## src/rtl/rbank_pkg.sv

```systemverilog
package rbank_pkg;

    localparam int NPAIR       = 5;
    localparam int PAIR_BC     = 0;
    localparam int PAIR_DE     = 1;
    localparam int PAIR_HL     = 2;
    localparam int PAIR_IX     = 3;
    localparam int PAIR_IY     = 4;

    localparam int SR_AF_BIT   = 0;
    localparam int SR_MAIN_BIT = 1;
    localparam int SR_IX_BIT   = 2;
    localparam int SR_IY_BIT   = 3;
    localparam int SR_BANK_LSB = 8;
    localparam int SR_LONG_BIT = 16;

    typedef enum logic [4:0] {
        R_A   = 5'd0,  R_F   = 5'd1,  R_B   = 5'd2,  R_C   = 5'd3,
        R_D   = 5'd4,  R_E   = 5'd5,  R_H   = 5'd6,  R_L   = 5'd7,
        R_IXU = 5'd8,  R_IXL = 5'd9,  R_IYU = 5'd10, R_IYL = 5'd11,
        R_AF  = 5'd12, R_BC  = 5'd13, R_DE  = 5'd14, R_HL  = 5'd15,
        R_IX  = 5'd16, R_IY  = 5'd17
    } reg_id_e;

    typedef enum logic [3:0] {
        OP_NOP      = 4'd0,
        OP_WRITE    = 4'd1,
        OP_SR_ALL   = 4'd2,
        OP_SR_B1    = 4'd3,
        OP_SR_B2    = 4'd4,
        OP_SR_B3    = 4'd5,
        OP_SR_BCAST = 4'd6,
        OP_X_AF     = 4'd7,
        OP_X_MAIN   = 4'd8,
        OP_X_IX     = 4'd9,
        OP_X_IY     = 4'd10,
        OP_X_ALL    = 4'd11,
        OP_X_PAIR   = 4'd12,
        OP_SWAP     = 4'd13
    } op_e;

    typedef enum logic [1:0] {
        K_NONE = 2'd0,
        K_HI   = 2'd1,
        K_LO   = 2'd2,
        K_FULL = 2'd3
    } lane_e;

    typedef struct packed {
        logic       is_af;
        logic [2:0] pair;
        lane_e      lane;
    } target_t;

    typedef logic [NPAIR-1:0][31:0] pair_vec_t;

    function automatic target_t decode_id(input reg_id_e id);
        target_t t;
        t.is_af = 1'b0;
        t.pair  = 3'd0;
        t.lane  = K_NONE;
        case (id)
            R_A:   begin t.is_af = 1'b1; t.lane = K_HI; end
            R_F:   begin t.is_af = 1'b1; t.lane = K_LO; end
            R_AF:  begin t.is_af = 1'b1; t.lane = K_FULL; end
            R_B:   begin t.pair = 3'(PAIR_BC); t.lane = K_HI; end
            R_C:   begin t.pair = 3'(PAIR_BC); t.lane = K_LO; end
            R_BC:  begin t.pair = 3'(PAIR_BC); t.lane = K_FULL; end
            R_D:   begin t.pair = 3'(PAIR_DE); t.lane = K_HI; end
            R_E:   begin t.pair = 3'(PAIR_DE); t.lane = K_LO; end
            R_DE:  begin t.pair = 3'(PAIR_DE); t.lane = K_FULL; end
            R_H:   begin t.pair = 3'(PAIR_HL); t.lane = K_HI; end
            R_L:   begin t.pair = 3'(PAIR_HL); t.lane = K_LO; end
            R_HL:  begin t.pair = 3'(PAIR_HL); t.lane = K_FULL; end
            R_IXU: begin t.pair = 3'(PAIR_IX); t.lane = K_HI; end
            R_IXL: begin t.pair = 3'(PAIR_IX); t.lane = K_LO; end
            R_IX:  begin t.pair = 3'(PAIR_IX); t.lane = K_FULL; end
            R_IYU: begin t.pair = 3'(PAIR_IY); t.lane = K_HI; end
            R_IYL: begin t.pair = 3'(PAIR_IY); t.lane = K_LO; end
            R_IY:  begin t.pair = 3'(PAIR_IY); t.lane = K_FULL; end
            default: ;
        endcase
        return t;
    endfunction

endpackage

```

## src/rtl/rbank_selreg.sv

```systemverilog
module rbank_selreg
    import rbank_pkg::*;
(
    input  logic        clk,
    input  logic        rst,
    input  op_e         op_i,
    input  logic [31:0] data_i,
    output logic [31:0] sr_o
);

    logic [31:0] sr_q;
    logic [7:0]  byte_in;

    assign byte_in = data_i[7:0];
    assign sr_o    = sr_q;

    always_ff @(posedge clk) begin
        if (rst) begin
            sr_q <= '0;
        end else begin
            case (op_i)
                OP_SR_ALL:   sr_q <= data_i;
                OP_SR_B1:    sr_q[15:8]  <= byte_in;
                OP_SR_B2:    sr_q[23:16] <= byte_in;
                OP_SR_B3:    sr_q[31:24] <= byte_in;
                OP_SR_BCAST: sr_q[31:8]  <= {3{byte_in}};
                OP_X_AF:     sr_q[SR_AF_BIT]   <= ~sr_q[SR_AF_BIT];
                OP_X_MAIN:   sr_q[SR_MAIN_BIT] <= ~sr_q[SR_MAIN_BIT];
                OP_X_IX:     sr_q[SR_IX_BIT]   <= ~sr_q[SR_IX_BIT];
                OP_X_IY:     sr_q[SR_IY_BIT]   <= ~sr_q[SR_IY_BIT];
                OP_X_ALL:    sr_q[3:0] <= ~sr_q[3:0];
                default: ;
            endcase
        end
    end

endmodule

```

## src/rtl/rbank_store.sv

```systemverilog
module rbank_store
    import rbank_pkg::*;
#(
    parameter int NUM_BANKS = 4,
    localparam int BANK_W   = (NUM_BANKS > 1) ? $clog2(NUM_BANKS) : 1
) (
    input  logic              clk,
    input  logic              rst,
    input  logic [BANK_W-1:0] bank_i,
    input  logic              af_alt_i,
    input  logic [NPAIR-1:0]  pair_alt_i,
    input  logic              long_i,
    input  logic              wr_en_i,
    input  logic              xch_en_i,
    input  logic              swap_en_i,
    input  reg_id_e           id_i,
    input  logic [31:0]       data_i,
    output logic [15:0]       af_o,
    output pair_vec_t         pairs_o
);

    logic [15:0] af_q [NUM_BANKS][2];
    logic [31:0] pr_q [NUM_BANKS][2][NPAIR];

    target_t     tgt;
    logic [15:0] af_oth;
    logic [31:0] pr_act, pr_oth;
    logic        af_act_we, af_oth_we, pr_act_we, pr_oth_we;
    logic [15:0] af_act_nxt, af_oth_nxt;
    logic [31:0] pr_act_nxt, pr_oth_nxt;
    logic        tgt_copy;

    assign tgt = decode_id(id_i);

    // Live copy of every group in the selected bank
    always_comb begin
        af_o = af_q[bank_i][af_alt_i];
        for (int p = 0; p < NPAIR; p++) begin
            pairs_o[p] = pr_q[bank_i][pair_alt_i[p]][p];
        end
    end

    assign tgt_copy = pair_alt_i[tgt.pair];
    assign af_oth   = af_q[bank_i][~af_alt_i];
    assign pr_act   = pr_q[bank_i][tgt_copy][tgt.pair];
    assign pr_oth   = pr_q[bank_i][~tgt_copy][tgt.pair];

    always_comb begin
        af_act_we  = 1'b0;
        af_oth_we  = 1'b0;
        pr_act_we  = 1'b0;
        pr_oth_we  = 1'b0;
        af_act_nxt = af_o;
        af_oth_nxt = af_oth;
        pr_act_nxt = pr_act;
        pr_oth_nxt = pr_oth;
        if (tgt.is_af) begin
            if (wr_en_i && tgt.lane != K_NONE) begin
                af_act_we = 1'b1;
                case (tgt.lane)
                    K_HI:    af_act_nxt[15:8] = data_i[7:0];
                    K_LO:    af_act_nxt[7:0]  = data_i[7:0];
                    default: af_act_nxt       = data_i[15:0];
                endcase
            end else if (xch_en_i && tgt.lane == K_FULL) begin
                af_act_we  = 1'b1;
                af_oth_we  = 1'b1;
                af_act_nxt = af_oth;
                af_oth_nxt = af_o;
            end
        end else if (tgt.lane != K_NONE) begin
            if (wr_en_i) begin
                pr_act_we = 1'b1;
                case (tgt.lane)
                    K_HI:    pr_act_nxt[15:8] = data_i[7:0];
                    K_LO:    pr_act_nxt[7:0]  = data_i[7:0];
                    default: pr_act_nxt = long_i ? data_i
                                                 : {pr_act[31:16], data_i[15:0]};
                endcase
            end else if (xch_en_i && tgt.lane == K_FULL) begin
                pr_act_we = 1'b1;
                pr_oth_we = 1'b1;
                if (long_i) begin
                    pr_act_nxt = pr_oth;
                    pr_oth_nxt = pr_act;
                end else begin
                    pr_act_nxt = {pr_act[31:16], pr_oth[15:0]};
                    pr_oth_nxt = {pr_oth[31:16], pr_act[15:0]};
                end
            end else if (swap_en_i && tgt.lane == K_FULL) begin
                pr_act_we  = 1'b1;
                pr_act_nxt = {pr_act[15:0], pr_act[31:16]};
            end
        end
    end

    always_ff @(posedge clk) begin
        if (rst) begin
            for (int b = 0; b < NUM_BANKS; b++) begin
                for (int c = 0; c < 2; c++) begin
                    af_q[b][c] <= '0;
                    for (int p = 0; p < NPAIR; p++) begin
                        pr_q[b][c][p] <= '0;
                    end
                end
            end
        end else begin
            if (af_act_we) af_q[bank_i][af_alt_i]  <= af_act_nxt;
            if (af_oth_we) af_q[bank_i][~af_alt_i] <= af_oth_nxt;
            if (pr_act_we) pr_q[bank_i][tgt_copy][tgt.pair]  <= pr_act_nxt;
            if (pr_oth_we) pr_q[bank_i][~tgt_copy][tgt.pair] <= pr_oth_nxt;
        end
    end

endmodule

```

## src/rtl/rbank_rdmux.sv

```systemverilog
module rbank_rdmux
    import rbank_pkg::*;
(
    input  reg_id_e     id_i,
    input  logic        long_i,
    input  logic [15:0] af_i,
    input  pair_vec_t   pairs_i,
    output logic [31:0] data_o
);

    target_t     t;
    logic [31:0] word;

    assign t = decode_id(id_i);

    always_comb begin
        word = t.is_af ? {16'h0, af_i} : pairs_i[t.pair];
        case (t.lane)
            K_HI:    data_o = {24'h0, word[15:8]};
            K_LO:    data_o = {24'h0, word[7:0]};
            K_FULL:  data_o = (long_i && !t.is_af) ? word : {16'h0, word[15:0]};
            default: data_o = '0;
        endcase
    end

endmodule

```

## src/rtl/rbank_regfile.sv

```systemverilog
module rbank_regfile
    import rbank_pkg::*;
#(
    parameter int NUM_BANKS = 4,
    localparam int BANK_W   = (NUM_BANKS > 1) ? $clog2(NUM_BANKS) : 1
) (
    input  logic        clk,
    input  logic        rst,
    input  logic [3:0]  op_i,
    input  logic [4:0]  op_sel_i,
    input  logic [31:0] op_data_i,
    input  logic [4:0]  rd_sel_i,
    output logic [31:0] rd_data_o,
    output logic [31:0] sr_o
);

    op_e               op;
    reg_id_e           op_id;
    reg_id_e           rd_id;
    logic [31:0]       sr;
    logic [BANK_W-1:0] bank;
    logic              long_mode;
    logic [NPAIR-1:0]  pair_alt;
    logic [15:0]       af_live;
    pair_vec_t         pairs_live;

    assign op        = op_e'(op_i);
    assign op_id     = reg_id_e'(op_sel_i);
    assign rd_id     = reg_id_e'(rd_sel_i);
    assign bank      = sr[SR_BANK_LSB +: BANK_W];
    assign long_mode = sr[SR_LONG_BIT];
    assign sr_o      = sr;

    // Copy selection per pair: BC/DE/HL share one bit, IX and IY have their own
    generate
        for (genvar p = 0; p < NPAIR; p++) begin : g_alt
            if (p == PAIR_IX) begin : g_ix
                assign pair_alt[p] = sr[SR_IX_BIT];
            end else if (p == PAIR_IY) begin : g_iy
                assign pair_alt[p] = sr[SR_IY_BIT];
            end else begin : g_main
                assign pair_alt[p] = sr[SR_MAIN_BIT];
            end
        end
    endgenerate

    rbank_selreg u_sel (
        .clk    (clk),
        .rst    (rst),
        .op_i   (op),
        .data_i (op_data_i),
        .sr_o   (sr)
    );

    rbank_store #(.NUM_BANKS(NUM_BANKS)) u_store (
        .clk        (clk),
        .rst        (rst),
        .bank_i     (bank),
        .af_alt_i   (sr[SR_AF_BIT]),
        .pair_alt_i (pair_alt),
        .long_i     (long_mode),
        .wr_en_i    (op == OP_WRITE),
        .xch_en_i   (op == OP_X_PAIR),
        .swap_en_i  (op == OP_SWAP),
        .id_i       (op_id),
        .data_i     (op_data_i),
        .af_o       (af_live),
        .pairs_o    (pairs_live)
    );

    rbank_rdmux u_rd (
        .id_i    (rd_id),
        .long_i  (long_mode),
        .af_i    (af_live),
        .pairs_i (pairs_live),
        .data_o  (rd_data_o)
    );

endmodule

```

## config.mk

```make
export PLATFORM = sky130hd
export DESIGN_NAME = rbank_regfile
export DESIGN_NICKNAME = d
export VERILOG_FILES = /design/src/rtl/rbank_pkg.sv /design/src/rtl/rbank_selreg.sv /design/src/rtl/rbank_store.sv /design/src/rtl/rbank_rdmux.sv /design/src/rtl/rbank_regfile.sv
export SDC_FILE = /design/constraint.sdc
export NUM_CORES = 2
export LEC_CHECK = 0
export CAP_MARGIN = 20
export CORE_MARGIN = 2
export CORE_UTILIZATION = 50
export DETAILED_ROUTE_END_ITERATION = 10
export DONT_BUFFER_PORTS = 1
export PLACE_DENSITY = 0.66
export SLEW_MARGIN = 20
export SYNTH_ARGS = -nofsm -noshare
export SYNTH_HDL_FRONTEND = slang
export SYNTH_SLANG_ARGS = --single-unit
```

## constraint.sdc

```tcl
create_clock -name clk -period 13.66 [get_ports clk]
set_input_delay 0.683 -clock clk [delete_from_list [all_inputs] [get_ports clk]]
set_output_delay 0.683 -clock clk [all_outputs]
set_load 0.02 [all_outputs]
```

; ---- After elaboration in Yosys (flattened, before gate mapping)
; Memories as Yosys holds them, arrays and structs flattened. A register that Yosys moved wholly into a read port is not among the register bits.
; Index checks and enable logic that the tools add are counted.
[totals]
reg_bits = 32
latch_bits = 0
ram_bits = 1408
rom_bits = 0
inputBits = 48
out_inout_bits = 64
wordCells = 955
memories = 2
[classes]
n_addsub = 0
mul = 0
n_div = 0
magnitude_cmp = 15
n_eq_ne = 53
shifts = 0
mux = 469
n_bitwise = 366
n_reduce_logical = 42
[mem_list]
columns = name, words, word_bits, read_ports, rd_ports_with_merged_regs, write_ports, line
row1 = u_store.pr_q, 4, 320, 1, 1, 4, rbank_store.sv:23  ; logic [31:0] pr_q [NUM_BANKS][2][NPAIR];
row2 = u_store.af_q, 4, 32, 1, 1, 4, rbank_store.sv:22  ; logic [15:0] af_q [NUM_BANKS][2];
[ops]
columns = cell, count
row1 = $mux 160, 11
row2 = $mux 320, 4
row3 = $mux 32, 27
row4 = $mux 1, 378
row5 = $or 1x1->1, 352
row6 = $demux 160 s1, 2
row7 = $reduce_or 320->1, 1
row8 = $bmux 32 s3, 3
row9 = $mux 16, 15
row10 = $mux 64, 3
row11 = $demux 32 s3, 1
row12 = $pmux 32 s3, 1
row13 = $pmux 8 s2, 6
row14 = $eq 5x4->1 const B, 16
row15 = $eq 5x3->1 const B, 8
row16 = $reduce_or 6->1, 6
row17 = $demux 16 s1, 2
row18 = $reduce_or 32->1, 1
row19 = $reduce_or 3->1, 10
row20 = $eq 4x4->1 const B, 6
row21 = $pmux 3 s4, 2
row22 = $eq 5x2->1 const B, 4
row23 = $eq 5x5->1 const B, 4
row24 = $eq 4x3->1 const B, 4
row25 = other kinds (25), 78

; ---- Longest topological paths before layout
[depth]
depth_word = 20
ltp_mapped = 20
mapped_depth_nobuf = 14

; ---- By module
; Synthesis repeated with hierarchy kept, for this count alone.
[unflattened]
hier_cells = 6310
area_unflattened_um2 = 76738.6
[by_module_without_submodules]
columns = mod, instances, cells_each, area_per_inst_um2, seq_area_each_um2
row1 = rbank_store, 1, 5755, 72663.4, 42280.6
row2 = rbank_rdmux, 1, 372, 2509.9, 0.0
row3 = rbank_selreg, 1, 180, 1527.7, 640.6
row4 = rbank_regfile, 1, 3, 37.5, 0.0

; ---- Worst setup path before layout
; Ideal clock, no wire load.
[synth_path]
path_kind = in2reg
from = input op_sel_i[3]
to = memory u_store.pr_q[0][224] (netlist bit), enable pin
setup_time_ns = 0.394
arrival_ns = 4.772
required_time_ns = 13.266
setup_slack_ns = 8.494
stages = 16
path_buffers = 3
path_cell_list = clkbuf_1 -> or4b_1 -> o21a_1 -> inv_1 -> ha_1 -> nand3_1 -> or2_2 -> nor2_1 -> nor2_1 -> or3_1 -> clkbuf_1 -> nor3_1 -> or2_2 -> nand2_1 -> clkbuf_1 -> nand2b_1
[synth_lines]
columns = item, line
row1 = "start, declared", rbank_regfile.sv:10  ; input logic [4:0] op_sel_i,
row2 = "end, declared", rbank_store.sv:23

==> impl_metrics.py <==
metrics = {
    "floorplan": {
        "core_um2": 149000,
        "dieArea_um2": 153000,
        "start_util_pct": 50.2,
        "die_h_um": 391,
        "ioPinCount": 112,
        "die_w_um": 391,
        "row_count": 142,
    },
    "final_layout": {
        "syn2layout_area_growth_pct": 10.1,
        "layout_common_cells": "1473 x nor2_1, 1408 x edfxtp_1, 411 x nand2_1",
        "nFillCells": 12300,
        "fin_util_pct": 55.3,
        "final_cells": 8064,
        "final_common_cell": "nor2_1",
        "finalNetCount": 6019,
        "drive_gt1_share_pct": 18.5,
    },
    "clock_tree": {
        "tritoncts": "done",
        "cts.repair.resized": 0,
        "clk_pin_slew_ns": 0.07,
        "cts_buffers": 152,
        "cts-root-buf": "clkbuf_16",
        "cts.sinks": 1442,
        "worstSkewPairLatency_ns": 0.83,
        "clk_path_buf_depth": 3,
        "cts_max_level": 4,
    },
    "timing": {
        "min_period_ns": 6.86,
        "fin_crit_sh_pct": 50.2,
        "setup_viol": 0,
        "max_freq_mhz": 146,
        "worstMarginPinSlew_ns": 1.31,
        "rsz0062_at_grt": "false",
        "max_slew_margin_pct": 12.1,
        "hold_viol": 0,
        "clock-skew-final_ns": 0.0476,
        "final_max_slew_viol_count": 0,
        "finalSetupTns_ns": 0,
    },
    "route": {
        "wl_met2_um": 137000,
        "m1WireLength_um": 115000,
        "top_layer_used": "met5",
        "drc": 0,
        "ant_nets": 0,
        "num_vias": 58300,
        "dr_wl_met3_um": 55400,
        "firstDrtPassIters": 7,
        "routed_via_density": 7.23,
        "routed_wirelength_um": 337000,
        "wl_per_cell_um": 41.8,
        "drtIter0Drc": 11300,
    },
    "placed_design": {
        "gp_congestion": 1.14,
        "dp_hpwl_um": 229000,
        "port_buffers": 0,
        "dp_cells": 7745,
    },
    "worst_setup_path": {
        "required_ns": 12.98,
        "crit_slowest_cell": "a211oi_1",
        "worstSetupPathType": "flop to output pin",
        "crit_fanout": 84,
        "critPathArrivalTime_ns": 6.18,
        "cp_cell_sequence": "buf_12 > buf_4 > mux4_2 > mux4_2 > a211oi_1 > a211oi_1 > a21oi_1 > o22ai_1",
        "endpoint_kind": "output pin",
        "max_stage_delay_ns": 1.00,
        "cp-start-kind": "flop",
    },
    "yosys": {
        "synthArstFlopShare_pct": 0,
        "synth_area_um2": 74900,
        "ys_warn_count": 0,
        "synth_fp_nets": 6125,
        "synth.top_cell.area_share_pct": 56.4,
        "synthCells": 6073,
        "synth-main-ff-cell": "edfxtp_1",
        "synth_area_leaders": "edfxtp_1 56%, mux4_2 12%, nor2_1 7.4%",
        "yosys_register_bits": 1442,
        "ys_seq_area_share_pct": 57.3,
        "synth_cell_types": 111,
        "synthesis.area_per_instance_um2": 12.3,
        "synth_edf_count": 1408,
        "yosys.area.top_type": "edfxtp_1",
    },
    "global_route": {
        "overflow": 0,
        "track_usage_pct": 43.8,
        "grt_pass1_wl_um": 453000,
        "antenna_found_initial": 24,
        "grt_start_max_net_pins": 85,
        "grt_pass1_vias": 53400,
    },
    "run_status": {
        "outcome": "finished, final reports clean",
    },
    "power": {
        "ir_drop_mv": 0.105,
        "cellLeakagePower_nw": 28.2,
        "p_per_area_nw_per_um2": 138,
    },
    "run": {
        "drv_cap": 0,
    },
    "min_path": {
        "hp-class": "input pin to flop",
    },
}
[registers in the layout, indices dropped and copies added (netlist names), named ones only]
name and flops:
u_store.af_q 128, u_sel.sr_o 32, u_store.pr_q 1280
[Yosys cell counts (all sizes together), types with 11 or more instances]
library cell	instances
a211oi	141
a21o	28
a21oi	222
a221oi	32
a22oi	58
a31oi	29
a32oi	12
and2	22
and3	49
buf	179
clkbuf	332
dfxtp	34
edfxtp	1408
mux2	70
mux2i	307
mux4	394
nand2	414
nand2b	64
nand3	107
nand4	30
nor2	1485
nor2b	81
nor3	67
o211ai	17
o21a	12
o21ai	215
o221ai	13
o22ai	60
or3	11
[kinds of logic (layout without fill, tap and decap cells)]
group	Yosys count	count (layout)	share of synthesized area [%]
AO/OA/AOI/OAI	943	943	8.44
XOR/XNOR	2	2	0.0234
adder cells (fa/ha/maj)	4	4	0.0668
buffers and inverters	522	542	3.04
flip-flops	1442	1442	57.3
multiplexers	771	771	17.5
other	0	27	0
AND/OR/NAND/NOR	2389	2389	13.6
[layer usage]
metal / GRT usage [%] / up-vias
met1: 56.1 / 29000
met3: 18.5 / 1125
met4: 30.8 / 14
met5: 0 / -
li1: - / 22700
met2: 59.7 / 5406
[area by class of cell]
type | count | area (µm²) | area share [%]
repair buffers | 251 | 1950 | 2.37
clock buffers | 192 | 4030 | 4.88
multi-input cells | 4109 | 30200 | 36.6
flip-flops and latches | 1442 | 43000 | 52.1
diodes | 27 | 67.6 | 0.0819
well taps | 1944 | 2430 | 2.95
inverters | 11 | 41.3 | 0.0500
clock inverters | 88 | 797 | 0.966
[timing repair]
| item | in CTS | in global routing |
|---|---|---|
| hold buffers | 10 | 0 |
| setup buffers | 0 | 0 |
| hold endpoints to repair | 33 | 0 |
[report_power, final]
group | internal, mW | switching, mW
sequential | 4.99 | 0.0596
clock | 2.23 | 1.83
combinational | 0.539 | 1.72
[path summary, 6_finish.rpt]
path	cells after the start	startpoint	to	slack (ns)
worst max-delay path	8	flop	rd_data_o[6]	6.80
worst min-delay path	2	op_data_i[0]	u_sel.sr_o[24]$_SDFFE_PP0P_	0.05
worst max register to register	13	flop	u_store.pr_q[0][63]$_SDFFCE_PN0P_	6.92
worst min register to register	2	u_sel.sr_o[6]$_SDFFE_PP0P_	u_sel.sr_o[6]$_SDFFE_PP0P_	0.56
[worst max-delay path, delay by kind of cell (launching register included)]
family                 cells  cell delay, ns
AOI/OAI and AO/OA          4            1.88
muxes                      2            1.08
DFF                        1            0.80
buffers and inverters      2            1.19
[stage by stage]
stage          hold slack [ns]  setup WS (ns)  cell area, µm²  total power, mW
2_1_floorplan            0.535           8.49           74900             6.19
3_3_place_gp             0.538           7.02           77400             7.21
3_5_place_dp             0.545           7.06           77500             7.23
4_1_cts                0.00949           7.05           82400             11.2
5_1_grt                 0.0533           6.66           82500             11.5
6_report                0.0483           6.80           82500             11.4
Note: power is estimated with default switching activity, not from simulation.
